**src/rtl/cipher_regs_pkg.sv**
```systemverilog
package cipher_regs_pkg;

    localparam int WORD_W    = 32;
    localparam int BLK_W     = 2 * WORD_W;
    localparam int ADDR_W    = 7;
    localparam int NUM_KEYS  = 3;
    localparam int CTX_WORDS = 2 * NUM_KEYS + 2;
    localparam int NUM_EVT   = 3;

    // Register byte offsets
    localparam logic [ADDR_W-1:0] ADR_CTRL     = 7'h20;
    localparam logic [ADDR_W-1:0] ADR_LEN      = 7'h24;
    localparam logic [ADDR_W-1:0] ADR_DATA_L   = 7'h28;
    localparam logic [ADDR_W-1:0] ADR_DATA_H   = 7'h2C;
    localparam logic [ADDR_W-1:0] ADR_SYSCFG   = 7'h34;
    localparam logic [ADDR_W-1:0] ADR_IRQ_STAT = 7'h3C;
    localparam logic [ADDR_W-1:0] ADR_IRQ_EN   = 7'h40;

    typedef enum logic [1:0] {
        CHAIN_ECB  = 2'd0,
        CHAIN_CBC  = 2'd1,
        CHAIN_CFB  = 2'd2,
        CHAIN_RSVD = 2'd3
    } chain_e;

    typedef struct packed {
        chain_e mode;
        logic   triple;
        logic   encrypt;
    } ctrl_t;

    // Bit order matches the interrupt status layout: [2] out, [1] in, [0] ctx
    typedef struct packed {
        logic out_rdy;
        logic in_rdy;
        logic ctx_rdy;
    } rdy_t;

    function automatic logic [WORD_W-1:0] sat_dec(input logic [WORD_W-1:0] v,
                                                  input int step);
        if (v > WORD_W'(step)) return v - WORD_W'(step);
        return '0;
    endfunction

    function automatic logic [WORD_W-1:0] pack_ctrl(input rdy_t r, input ctrl_t c);
        logic [WORD_W-1:0] w;
        w      = '0;
        w[31]  = r.ctx_rdy;
        w[5:4] = c.mode;
        w[3]   = c.triple;
        w[2]   = c.encrypt;
        w[1]   = r.in_rdy;
        w[0]   = r.out_rdy;
        return w;
    endfunction

endpackage

```
**src/rtl/cipher_ctx_store.sv**
```systemverilog
module cipher_ctx_store
    import cipher_regs_pkg::*;
(
    input  logic                       clk,
    input  logic                       rst,
    input  logic                       wr_en,
    input  logic [ADDR_W-1:0]          addr,
    input  logic [WORD_W-1:0]          wdata,
    input  logic                       ctx_open,
    output logic [NUM_KEYS*BLK_W-1:0]  keys,
    output logic [BLK_W-1:0]           iv,
    output ctrl_t                      ctrl
);

    logic [WORD_W-1:0] word_q [CTX_WORDS];

    always_ff @(posedge clk) begin
        if (rst) begin
            for (int w = 0; w < CTX_WORDS; w++) word_q[w] <= '0;
        end else if (wr_en && ctx_open) begin
            for (int w = 0; w < CTX_WORDS; w++) begin
                if (addr == ADDR_W'(4 * w)) word_q[w] <= wdata;
            end
        end
    end

    // Key k (k = 0 is key1) sits in the word pair counted down from the top key
    for (genvar k = 0; k < NUM_KEYS; k++) begin : g_key
        localparam int BASE = 2 * (NUM_KEYS - 1 - k);
        assign keys[k*BLK_W +: BLK_W] = {word_q[BASE+1], word_q[BASE]};
    end

    assign iv = {word_q[CTX_WORDS-1], word_q[CTX_WORDS-2]};

    always_ff @(posedge clk) begin
        if (rst) begin
            ctrl <= '{mode: CHAIN_ECB, triple: 1'b0, encrypt: 1'b0};
        end else if (wr_en && ctx_open && addr == ADR_CTRL) begin
            ctrl.triple  <= wdata[3];
            ctrl.encrypt <= wdata[2];
            if (wdata[5:4] != CHAIN_RSVD) ctrl.mode <= chain_e'(wdata[5:4]);
        end
    end

endmodule

```
**src/rtl/cipher_flow_ctrl.sv**
```systemverilog
module cipher_flow_ctrl
    import cipher_regs_pkg::*;
#(
    parameter int BLOCK_BYTES = BLK_W / 8
) (
    input  logic              clk,
    input  logic              rst,
    input  logic              len_wr,
    input  logic [WORD_W-1:0] len_val,
    input  logic              hi_wr,
    input  logic              hi_rd,
    input  logic              core_done,
    output rdy_t              rdy,
    output logic              core_start,
    output logic              res_load,
    output rdy_t              evt
);

    logic [WORD_W-1:0] len_q;
    logic [WORD_W-1:0] len_nxt;
    logic              in_flight;
    logic              launch;
    logic              accept;
    logic              release_blk;
    logic              last_blk;

    assign in_flight   = !rdy.ctx_rdy && !rdy.in_rdy && !rdy.out_rdy;
    assign launch      = len_wr && rdy.ctx_rdy && (len_val != '0);
    assign accept      = hi_wr && rdy.in_rdy;
    assign release_blk = hi_rd && rdy.out_rdy;
    assign res_load    = core_done && in_flight;
    assign len_nxt     = sat_dec(len_q, BLOCK_BYTES);
    assign last_blk    = release_blk && (len_nxt == '0);

    always_comb begin
        evt.ctx_rdy = last_blk;
        evt.in_rdy  = launch || (release_blk && !last_blk);
        evt.out_rdy = res_load;
    end

    always_ff @(posedge clk) begin
        if (rst) begin
            rdy        <= '{out_rdy: 1'b0, in_rdy: 1'b0, ctx_rdy: 1'b1};
            len_q      <= '0;
            core_start <= 1'b0;
        end else begin
            core_start <= 1'b0;
            if (launch) begin
                len_q       <= len_val;
                rdy.ctx_rdy <= 1'b0;
                rdy.in_rdy  <= 1'b1;
            end
            if (accept) begin
                rdy.in_rdy <= 1'b0;
                core_start <= 1'b1;
            end
            if (res_load) begin
                rdy.out_rdy <= 1'b1;
            end
            if (release_blk) begin
                rdy.out_rdy <= 1'b0;
                len_q       <= len_nxt;
                if (last_blk) rdy.ctx_rdy <= 1'b1;
                else          rdy.in_rdy  <= 1'b1;
            end
        end
    end

endmodule

```
**src/rtl/cipher_irq_unit.sv**
```systemverilog
module cipher_irq_unit
    import cipher_regs_pkg::*;
(
    input  logic               clk,
    input  logic               rst,
    input  logic [NUM_EVT-1:0] evt,
    input  logic               clr_wr,
    input  logic               en_wr,
    input  logic [NUM_EVT-1:0] wbits,
    output logic [NUM_EVT-1:0] stat,
    output logic [NUM_EVT-1:0] en,
    output logic               irq
);

    always_ff @(posedge clk) begin
        if (rst) begin
            stat <= '0;
            en   <= '0;
        end else begin
            for (int i = 0; i < NUM_EVT; i++) begin
                // a new event outranks a clear in the same cycle
                stat[i] <= evt[i] | (stat[i] & ~(clr_wr & wbits[i]));
            end
            if (en_wr) en <= wbits;
        end
    end

    assign irq = |(stat & en);

endmodule

```
**src/rtl/cipher_hostregs.sv**
```systemverilog
module cipher_hostregs
    import cipher_regs_pkg::*;
#(
    parameter int BLOCK_BYTES = BLK_W / 8
) (
    input  logic                      clk,
    input  logic                      rst,
    input  logic                      reg_wr,
    input  logic                      reg_rd,
    input  logic [ADDR_W-1:0]         reg_addr,
    input  logic [WORD_W-1:0]         reg_wdata,
    output logic [WORD_W-1:0]         reg_rdata,
    output logic                      core_start,
    output logic [1:0]                core_mode,
    output logic                      core_triple,
    output logic                      core_encrypt,
    output logic [NUM_KEYS*BLK_W-1:0] core_key,
    output logic [BLK_W-1:0]          core_iv,
    output logic [BLK_W-1:0]          core_din,
    input  logic                      core_done,
    input  logic [BLK_W-1:0]          core_dout,
    output logic                      irq,
    output logic                      dma_ctx_req,
    output logic                      dma_in_req,
    output logic                      dma_out_req
);

    localparam int SYSC_LO = 5;

    rdy_t                rdy;
    rdy_t                evt;
    ctrl_t               ctrl;
    logic                res_load;
    logic [NUM_EVT-1:0]  irq_stat;
    logic [NUM_EVT-1:0]  irq_en;
    logic [WORD_W-1:0]   din_lo_q;
    logic [WORD_W-1:0]   din_hi_q;
    logic [BLK_W-1:0]    dout_q;
    logic [NUM_EVT-1:0]  sysc_q;
    logic                wr_len, wr_lo, wr_hi, rd_hi;

    assign wr_len = reg_wr && reg_addr == ADR_LEN;
    assign wr_lo  = reg_wr && reg_addr == ADR_DATA_L;
    assign wr_hi  = reg_wr && reg_addr == ADR_DATA_H;
    assign rd_hi  = reg_rd && reg_addr == ADR_DATA_H;

    cipher_ctx_store u_ctx (
        .clk      (clk),
        .rst      (rst),
        .wr_en    (reg_wr),
        .addr     (reg_addr),
        .wdata    (reg_wdata),
        .ctx_open (rdy.ctx_rdy),
        .keys     (core_key),
        .iv       (core_iv),
        .ctrl     (ctrl)
    );

    cipher_flow_ctrl #(.BLOCK_BYTES(BLOCK_BYTES)) u_flow (
        .clk        (clk),
        .rst        (rst),
        .len_wr     (wr_len),
        .len_val    (reg_wdata),
        .hi_wr      (wr_hi),
        .hi_rd      (rd_hi),
        .core_done  (core_done),
        .rdy        (rdy),
        .core_start (core_start),
        .res_load   (res_load),
        .evt        (evt)
    );

    cipher_irq_unit u_irq (
        .clk    (clk),
        .rst    (rst),
        .evt    (evt),
        .clr_wr (reg_wr && reg_addr == ADR_IRQ_STAT),
        .en_wr  (reg_wr && reg_addr == ADR_IRQ_EN),
        .wbits  (reg_wdata[NUM_EVT-1:0]),
        .stat   (irq_stat),
        .en     (irq_en),
        .irq    (irq)
    );

    always_ff @(posedge clk) begin
        if (rst) begin
            din_lo_q <= '0;
            din_hi_q <= '0;
            dout_q   <= '0;
            sysc_q   <= '0;
        end else begin
            if (wr_lo) din_lo_q <= reg_wdata;
            if (wr_hi && rdy.in_rdy) din_hi_q <= reg_wdata;
            if (res_load) dout_q <= core_dout;
            if (reg_wr && reg_addr == ADR_SYSCFG)
                sysc_q <= reg_wdata[SYSC_LO +: NUM_EVT];
        end
    end

    assign core_din     = {din_hi_q, din_lo_q};
    assign core_mode    = ctrl.mode;
    assign core_triple  = ctrl.triple;
    assign core_encrypt = ctrl.encrypt;

    // sysconfig [7] ctx, [6] out, [5] in
    assign dma_ctx_req = sysc_q[2] & rdy.ctx_rdy;
    assign dma_out_req = sysc_q[1] & rdy.out_rdy;
    assign dma_in_req  = sysc_q[0] & rdy.in_rdy;

    always_comb begin
        reg_rdata = '0;
        if (reg_rd) begin
            case (reg_addr)
                ADR_CTRL:     reg_rdata = pack_ctrl(rdy, ctrl);
                ADR_DATA_L:   reg_rdata = dout_q[WORD_W-1:0];
                ADR_DATA_H:   reg_rdata = dout_q[BLK_W-1:WORD_W];
                ADR_SYSCFG:   reg_rdata = WORD_W'(sysc_q) << SYSC_LO;
                ADR_IRQ_STAT: reg_rdata = WORD_W'(irq_stat);
                ADR_IRQ_EN:   reg_rdata = WORD_W'(irq_en);
                default:      reg_rdata = '0;
            endcase
        end
    end

endmodule

```
**config.mk**
```make
export PLATFORM = sky130hd
export DESIGN_NAME = cipher_hostregs
export DESIGN_NICKNAME = d
export VERILOG_FILES = /design/src/rtl/cipher_regs_pkg.sv /design/src/rtl/cipher_ctx_store.sv /design/src/rtl/cipher_flow_ctrl.sv /design/src/rtl/cipher_irq_unit.sv /design/src/rtl/cipher_hostregs.sv
export SDC_FILE = /design/constraint.sdc
export NUM_CORES = 1
export LEC_CHECK = 0
export BUFFER_PORTS_ARGS = -buffer_cell sky130_fd_sc_hd__buf_4
export CORE_ASPECT_RATIO = 1.2
export CORE_MARGIN = 5
export CORE_UTILIZATION = 56
export CTS_CLUSTER_SIZE = 20
export DETAILED_ROUTE_END_ITERATION = 8
export PLACE_DENSITY = 0.86
export SLEW_MARGIN = 20
export SYNTH_ARGS = -nofsm -noshare
export SYNTH_HDL_FRONTEND = slang
export SYNTH_HIERARCHICAL = 1
export SYNTH_SLANG_ARGS = --single-unit
```
**constraint.sdc**
```tcl
create_clock -name clk -period 8.9 [get_ports clk]
set_input_delay 0.445 -clock clk [delete_from_list [all_inputs] [get_ports clk]]
set_output_delay 0.445 -clock clk [all_outputs]
set_load 0.005 [all_outputs]
```
After elaboration in Yosys (flattened, before gate mapping):

Memories as Yosys holds them, arrays and structs flattened.
Index checks and enable logic that the tools add are counted.

* register bits: 177
* memories kept: 1
* memory bits (writable): 256
* logic and storage cells: 141

* muxes and demuxes: 55
* bitwise operators: 24
* equality and inequality tests: 15
* add/subtract/negate cells: 1
* reductions and logical operators: 30
* magnitude comparators: 1

Memory list
* u_ctx.word_q: depth 8, bits a word 32, read ports 8, clocked after memory_dff 0, write ports 8, line cipher_ctx_store.sv:15 `logic [WORD_W-1:0] word_q [CTX_WORDS];`

Operators with widths (number)
* 2-to-1 mux 32 bit: 13
* one-hot mux 32 bit (6 select lines): 1
* equality test 7 x 6 -> 1 bit (second input constant): 6
* 2-to-1 mux 1 bit: 39
* greater-than comparator 32 x 4 -> 1 bit (second input constant): 1
* logical NOT 32 bit: 1
* nonzero test 32 bit: 1
* subtractor 32 x 4 -> 32 bit (second input constant): 1
* equality test 7 x 5 -> 1 bit (second input constant): 4
* logical AND 1 bit: 18
* equality test 7 x 4 -> 1 bit (second input constant): 2
* bitwise OR 1 bit: 11
* bitwise AND 1 bit: 9
* equality test 7 x 3 -> 1 bit (second input constant): 1
* equality test 7 bit (second input constant): 1
* logical NOT 7 bit: 1
* logical NOT 1 bit: 4
* 2-to-1 mux 2 bit: 2
* bitwise AND 3 bit: 1
* inverter 1 bit: 3
* OR reduction 3 bit: 1
* inequality test 2 bit (second input constant): 1
* AND reduction 2 bit: 1
* nonzero test 2 bit: 1
* 2 further kinds: 2

Longest topological paths before layout:

* depth in word-level cells: 9
* gate-level depth with buffers: 11

Cells and area by module:

Netlist, hierarchy kept.

Modules (own cells, without submodules)
* cipher_ctx_store: cells each 573, times used 1, seq. area each 7767.4 um^2, area an instance 9041.2 um^2
* cipher_hostregs: cells each 600, times used 1, seq. area each 2622.5 um^2, area an instance 5258.8 um^2
* cipher_flow_ctrl: cells each 312, times used 1, seq. area each 720.7 um^2, area an instance 2459.9 um^2
* cipher_irq_unit: cells each 23, times used 1, seq. area each 120.1 um^2, area an instance 224.0 um^2

Least setup slack after synthesis:

Ideal clock, no wire load.

* path kind: reg2reg
* start point: register u_flow.len_q[3]
* end point: register u_irq.stat[0]
* path buffers: 1
* data arrival time: 3.007 ns
* setup slack: 5.802 ns
* setup time: 0.091 ns
* stages on the path, launching flop included: 12
* cells stage by stage: dfxtp_1 > inv_1 > ha_1 > or4bb_1 > or4_1 > or4b_1 > a2111oi_0 > o2111ai_1 > a21oi_1 > buf_4 > inv_1 > a311oi_1

* word-level cells in the longest chain between the ends: 6
* elaborated cells on any way between the ends: 8

Ends and longest elaborated chain
* from (decl): line cipher_flow_ctrl.sv:19 `logic [WORD_W-1:0] len_q;`
* from (signal assigned): line cipher_flow_ctrl.sv:49 `len_q <= len_val;`
* from (signal assigned): line cipher_flow_ctrl.sv:62 `len_q <= len_nxt;`
* subtractor 32 x 4 -> 32 bit / greater-than comparator 32 x 4 -> 1 bit (equally long branches): line cipher_regs_pkg.sv:41 `if (v > WORD_W'(step)) return v - WORD_W'(step);`
* 2-to-1 mux 32 bit / 2-to-1 mux 1 bit (equally long branches): line cipher_regs_pkg.sv:41
* 2-to-1 mux 32 bit (*): line cipher_regs_pkg.sv:42 `return '0;`
* logical NOT 32 bit (*): line cipher_flow_ctrl.sv:33 `assign last_blk = release_blk && (len_nxt == '0);`
* logical AND 1 bit (*): line cipher_flow_ctrl.sv:33
* net u_flow.last_blk: line cipher_flow_ctrl.sv:25 `logic last_blk;`
* bitwise OR 1 bit (*): line cipher_irq_unit.sv:22 `stat[i] <= evt[i] | (stat[i] & ~(clr_wr & wbits[i]));`
* to (signal, indexed assignment): line cipher_irq_unit.sv:22
* to (decl): line cipher_irq_unit.sv:10 `output logic [NUM_EVT-1:0] stat,`

The timed path passes the listed nets; every way through them passes the cells marked *. The select of a mux whose other input is x is not followed.
A chain may end at the register's enable or synchronous reset.

Worst setup path in the final report:

* start point: input reg_addr[1]
* end point: register u_flow.len_q[17]

* word-level cells in the longest chain between the ends: 5
* elaborated cells on any way between the ends: 9

Ends and longest elaborated chain
* from (decl): line cipher_hostregs.sv:10 `input logic [ADDR_W-1:0] reg_addr,`
* equality test 7 x 6 -> 1 bit: line cipher_hostregs.sv:42 `assign wr_len = reg_wr && reg_addr == ADR_LEN;`
* logical AND 1 bit: line cipher_hostregs.sv:42
* logical AND 1 bit (2 in a row): line cipher_flow_ctrl.sv:28 `assign launch = len_wr && rdy.ctx_rdy && (len_val != '0);`
* nonzero test 2 bit (no source line)

Parallel ways exist; a longest one is shown, timed or not.

==> metrics <==
Worst Path Required between 9 and 10 ns; Max-Cap Viols 0; number of endpoints with negative hold slack in the final report 0; maximum operating frequency 248 MHz; number of port buffers 468; slew at the pin with the worst max-slew slack 1.11 ns; number of synthesized flops with an enable pin 256; violation count after the first detailed-routing iteration 1698; die outline height around 200 um; pin count of the biggest net entering global routing between 90 and 100; DRC violation count after routing 0; CTS-repair resized insts 0; Hold Path Cell Cnt 3; area of the die ~0.034 mm^2; remaining antenna violation count 0; horizontal die dimension 169 um; warning count from the yosys run 6; number of global-route vias before repair 13817; length of the first detailed-routing pass in iterations 7; number of setup buffers added after CTS 0; remaining global-route overflow 0; vias 13965; final layout net count 2052; Worst setup EP type flip-flop; wire length of the first global-routing pass 83.0 mm; Worst setup SP type input port; Worst IR Drop VDD approximately 0.18 mV; proportion of layout cells with a drive suffix above 1 around 30%; post-synthesis sequential element count 433; average wire length per cell after detail routing 23.9 um; clock root buffer clkbuf_16; distinct cell type count after synthesis between 70 and 80; DP HPWL 39.3 mm; most common cell after layout, fill and taps aside buf_4; TritonCTS buffer count 39; Via-to-Cell Ratio between 5 and 6; share of synthesized area occupied by flip-flops and latches 66.1%; Max Fanout on Critical Path 26; total of hold buffers inserted after clock tree synthesis 0; r2r startpoint u_flow/len_q[3]; result of the run complete, no violations; post-synthesis cell area 0.0170 mm^2; Min-Delay Endpoint dout_q[55]; max-slew violation total from the final report 0; flop-to-flop setup slack 5.04 ns; gr usage total 31.7%; leakage power between 8 and 9 nW; TritonCTS clock tree done; initial antenna violation count 0; number of rows created at floorplan 69; synthesis-to-layout area growth 29.8%; net count of the mapped netlist 1617; Longest Clk Path Bufs 3; worst r2r dst u_irq/stat[0]; skew final 0.0144 ns; setup total negative slack 0 ns; fin crit share between 40% and 50%; number of setup violations in the final report 0; # diodes 0; effective utilization at floorplan 57.0%; clock transition at the registers of the reported paths 0.06 ns; number of I/O pins 469; RSZ-0062 raised after global routing no; Placer Congestion roughly 0.93; Arr. time, crit path about 4.5 ns; number of cells on the worst reg-to-reg path 10; class of the most critical hold timing path in -> reg; relative slew slack 26.2%; classification of the worst setup path in -> reg; areal power density over the cells between 150 and 200 mW/mm^2; FFs w/ async S/R, synth 0%; wirelength, routed 56.5 mm; mean cell area of the mapped netlist 11.3 um^2; number of sinks driven by the clock tree 433; highest-count cells in the layout ignoring fill and taps buf_4, nor2_1, edfxtp_1, nand2_1, dfxtp_1; clock period minus final worst setup slack slightly above 4 ns; number of instances in the synthesized netlist 1508; most used flip-flop cell after synthesis edfxtp_1; fin cells 2362; CTS H-tree lvls 2; placed cells 2292; Core ar. 0.0298 mm^2; HP Start core_dout[55]; insertion delay of the later-clocked pin in the worst-skew pair 0.54 ns
==> cell usage after synthesis (5+ instances only) <==
master | n | area, um^2
nor2_1 | 319 | 1200
edfxtp_1 | 256 | 7690
nand2_1 | 190 | 713
dfxtp_1 | 177 | 3540
a21oi_1 | 89 | 445
mux2i_1 | 78 | 781
clkbuf_1 | 70 | 263
inv_1 | 44 | 165
a22o_1 | 23 | 201
nor4_1 | 20 | 125
buf_2 | 16 | 80.1
nor3_1 | 16 | 80.1
a222oi_1 | 13 | 130
nand3_1 | 13 | 65.1
o21ai_0 | 10 | 50.1
a22oi_1 | 9 | 67.6
mux2_2 | 9 | 101
xnor2_1 | 9 | 78.8
and2_1 | 8 | 50.1
nand4_1 | 8 | 50.1
nor4b_1 | 8 | 70.1
xor2_1 | 8 | 70.1
o21ai_1 | 7 | 35.0
or4_1 | 6 | 45.0
a31oi_1 | 5 | 31.3
nand3b_1 | 5 | 37.5
or3_1 | 5 | 31.3
==> layer usage <==
metal	vias up	wire length [um]	global-route usage [%]
li1	6158	-	-
met1	6714	19400	37.9
met2	916	28400	54.7
met3	177	5740	6.54
met4	0	2940	14.8
met5	-	0	0
==> how the worst max path moves through the flow <==
stage	start	endpoint	slack [ns]	cells past startpoint
5_1_grt	reg_addr[1]	u_flow/len_q[17]	4.67	9
2_1_floorplan	u_flow/len_q[3]	u_irq/stat[0]	5.80	11
4_1_cts	reg_addr[1]	u_flow/len_q[17]	4.87	9
6_report	reg_addr[1]	u_flow/len_q[17]	4.87	9
3_5_place_dp	reg_addr[1]	u_flow/len_q[17]	4.40	9
3_3_place_gp	reg_addr[1]	u_flow/len_q[17]	4.40	9
==> critical path, cell delays in order <==
cell and delay, ns:
buf_4 0.14, or4b_4 0.60, nor2_8 0.15, and3_1 0.90, nand2_1 0.65, nor2_1 0.83
buf_4 0.38, o311ai_0 0.17, a31oi_1 0.18
==> registers in the layout, summed over array words and instances, names as in the netlist <==
signal,cells
u_flow/rdy,3
sysc_q,3
u_flow/core_start,1
u_ctx/word_q,256
din_hi_q,32
u_ctx/ctrl,4
din_lo_q,32
dout_q,64
u_flow/len_q,32
u_irq/en,3
u_irq/stat,3
==> cell families (layout without fill, tap and decap cells) <==
family | after synthesis | count (layout) | synth area share [%]
simple gates | 636 | 636 | 16.7
flops | 433 | 433 | 66.1
compound gates | 193 | 193 | 7.62
buf+inv | 141 | 605 | 3.43
mux | 87 | 87 | 5.19
xor+xnor | 17 | 17 | 0.877
fa+ha+maj | 1 | 1 | 0.0737
==> report_power, final <==
group	internal, mW	switching [mW]
sequential	2.17	0.0199
combinational	0.101	0.151
clock	0.971	0.730
==> through the flow <==
stage	utilization [%]	hold slack (ns)	worst slack, ns	cell area [um^2]	power, mW
after CTS	74.0	0.127	4.87	22000	4.15
after floorplan	-	0.440	5.80	17000	2.30
after global routing	74.0	0.146	4.67	22000	4.25
after global placement	69.7	0.439	4.40	20800	2.47
final	74.0	0.145	4.87	22000	4.14
after detailed placement	69.7	0.446	4.40	20800	2.48
==> final cells by class <==
| cell class | count | area [um^2] |
|---|---|---|
| flip-flops and latches | 433 | 11200 |
| fillers | 1928 | 7750 |
| multi-input cells | 934 | 5190 |
| repair buffers | 490 | 3680 |
| clock buffers | 51 | 1070 |
| well taps | 390 | 488 |
| clock inverters | 19 | 210 |
| inverters | 45 | 169 |
Note: power is estimated with default switching activity, not from simulation.
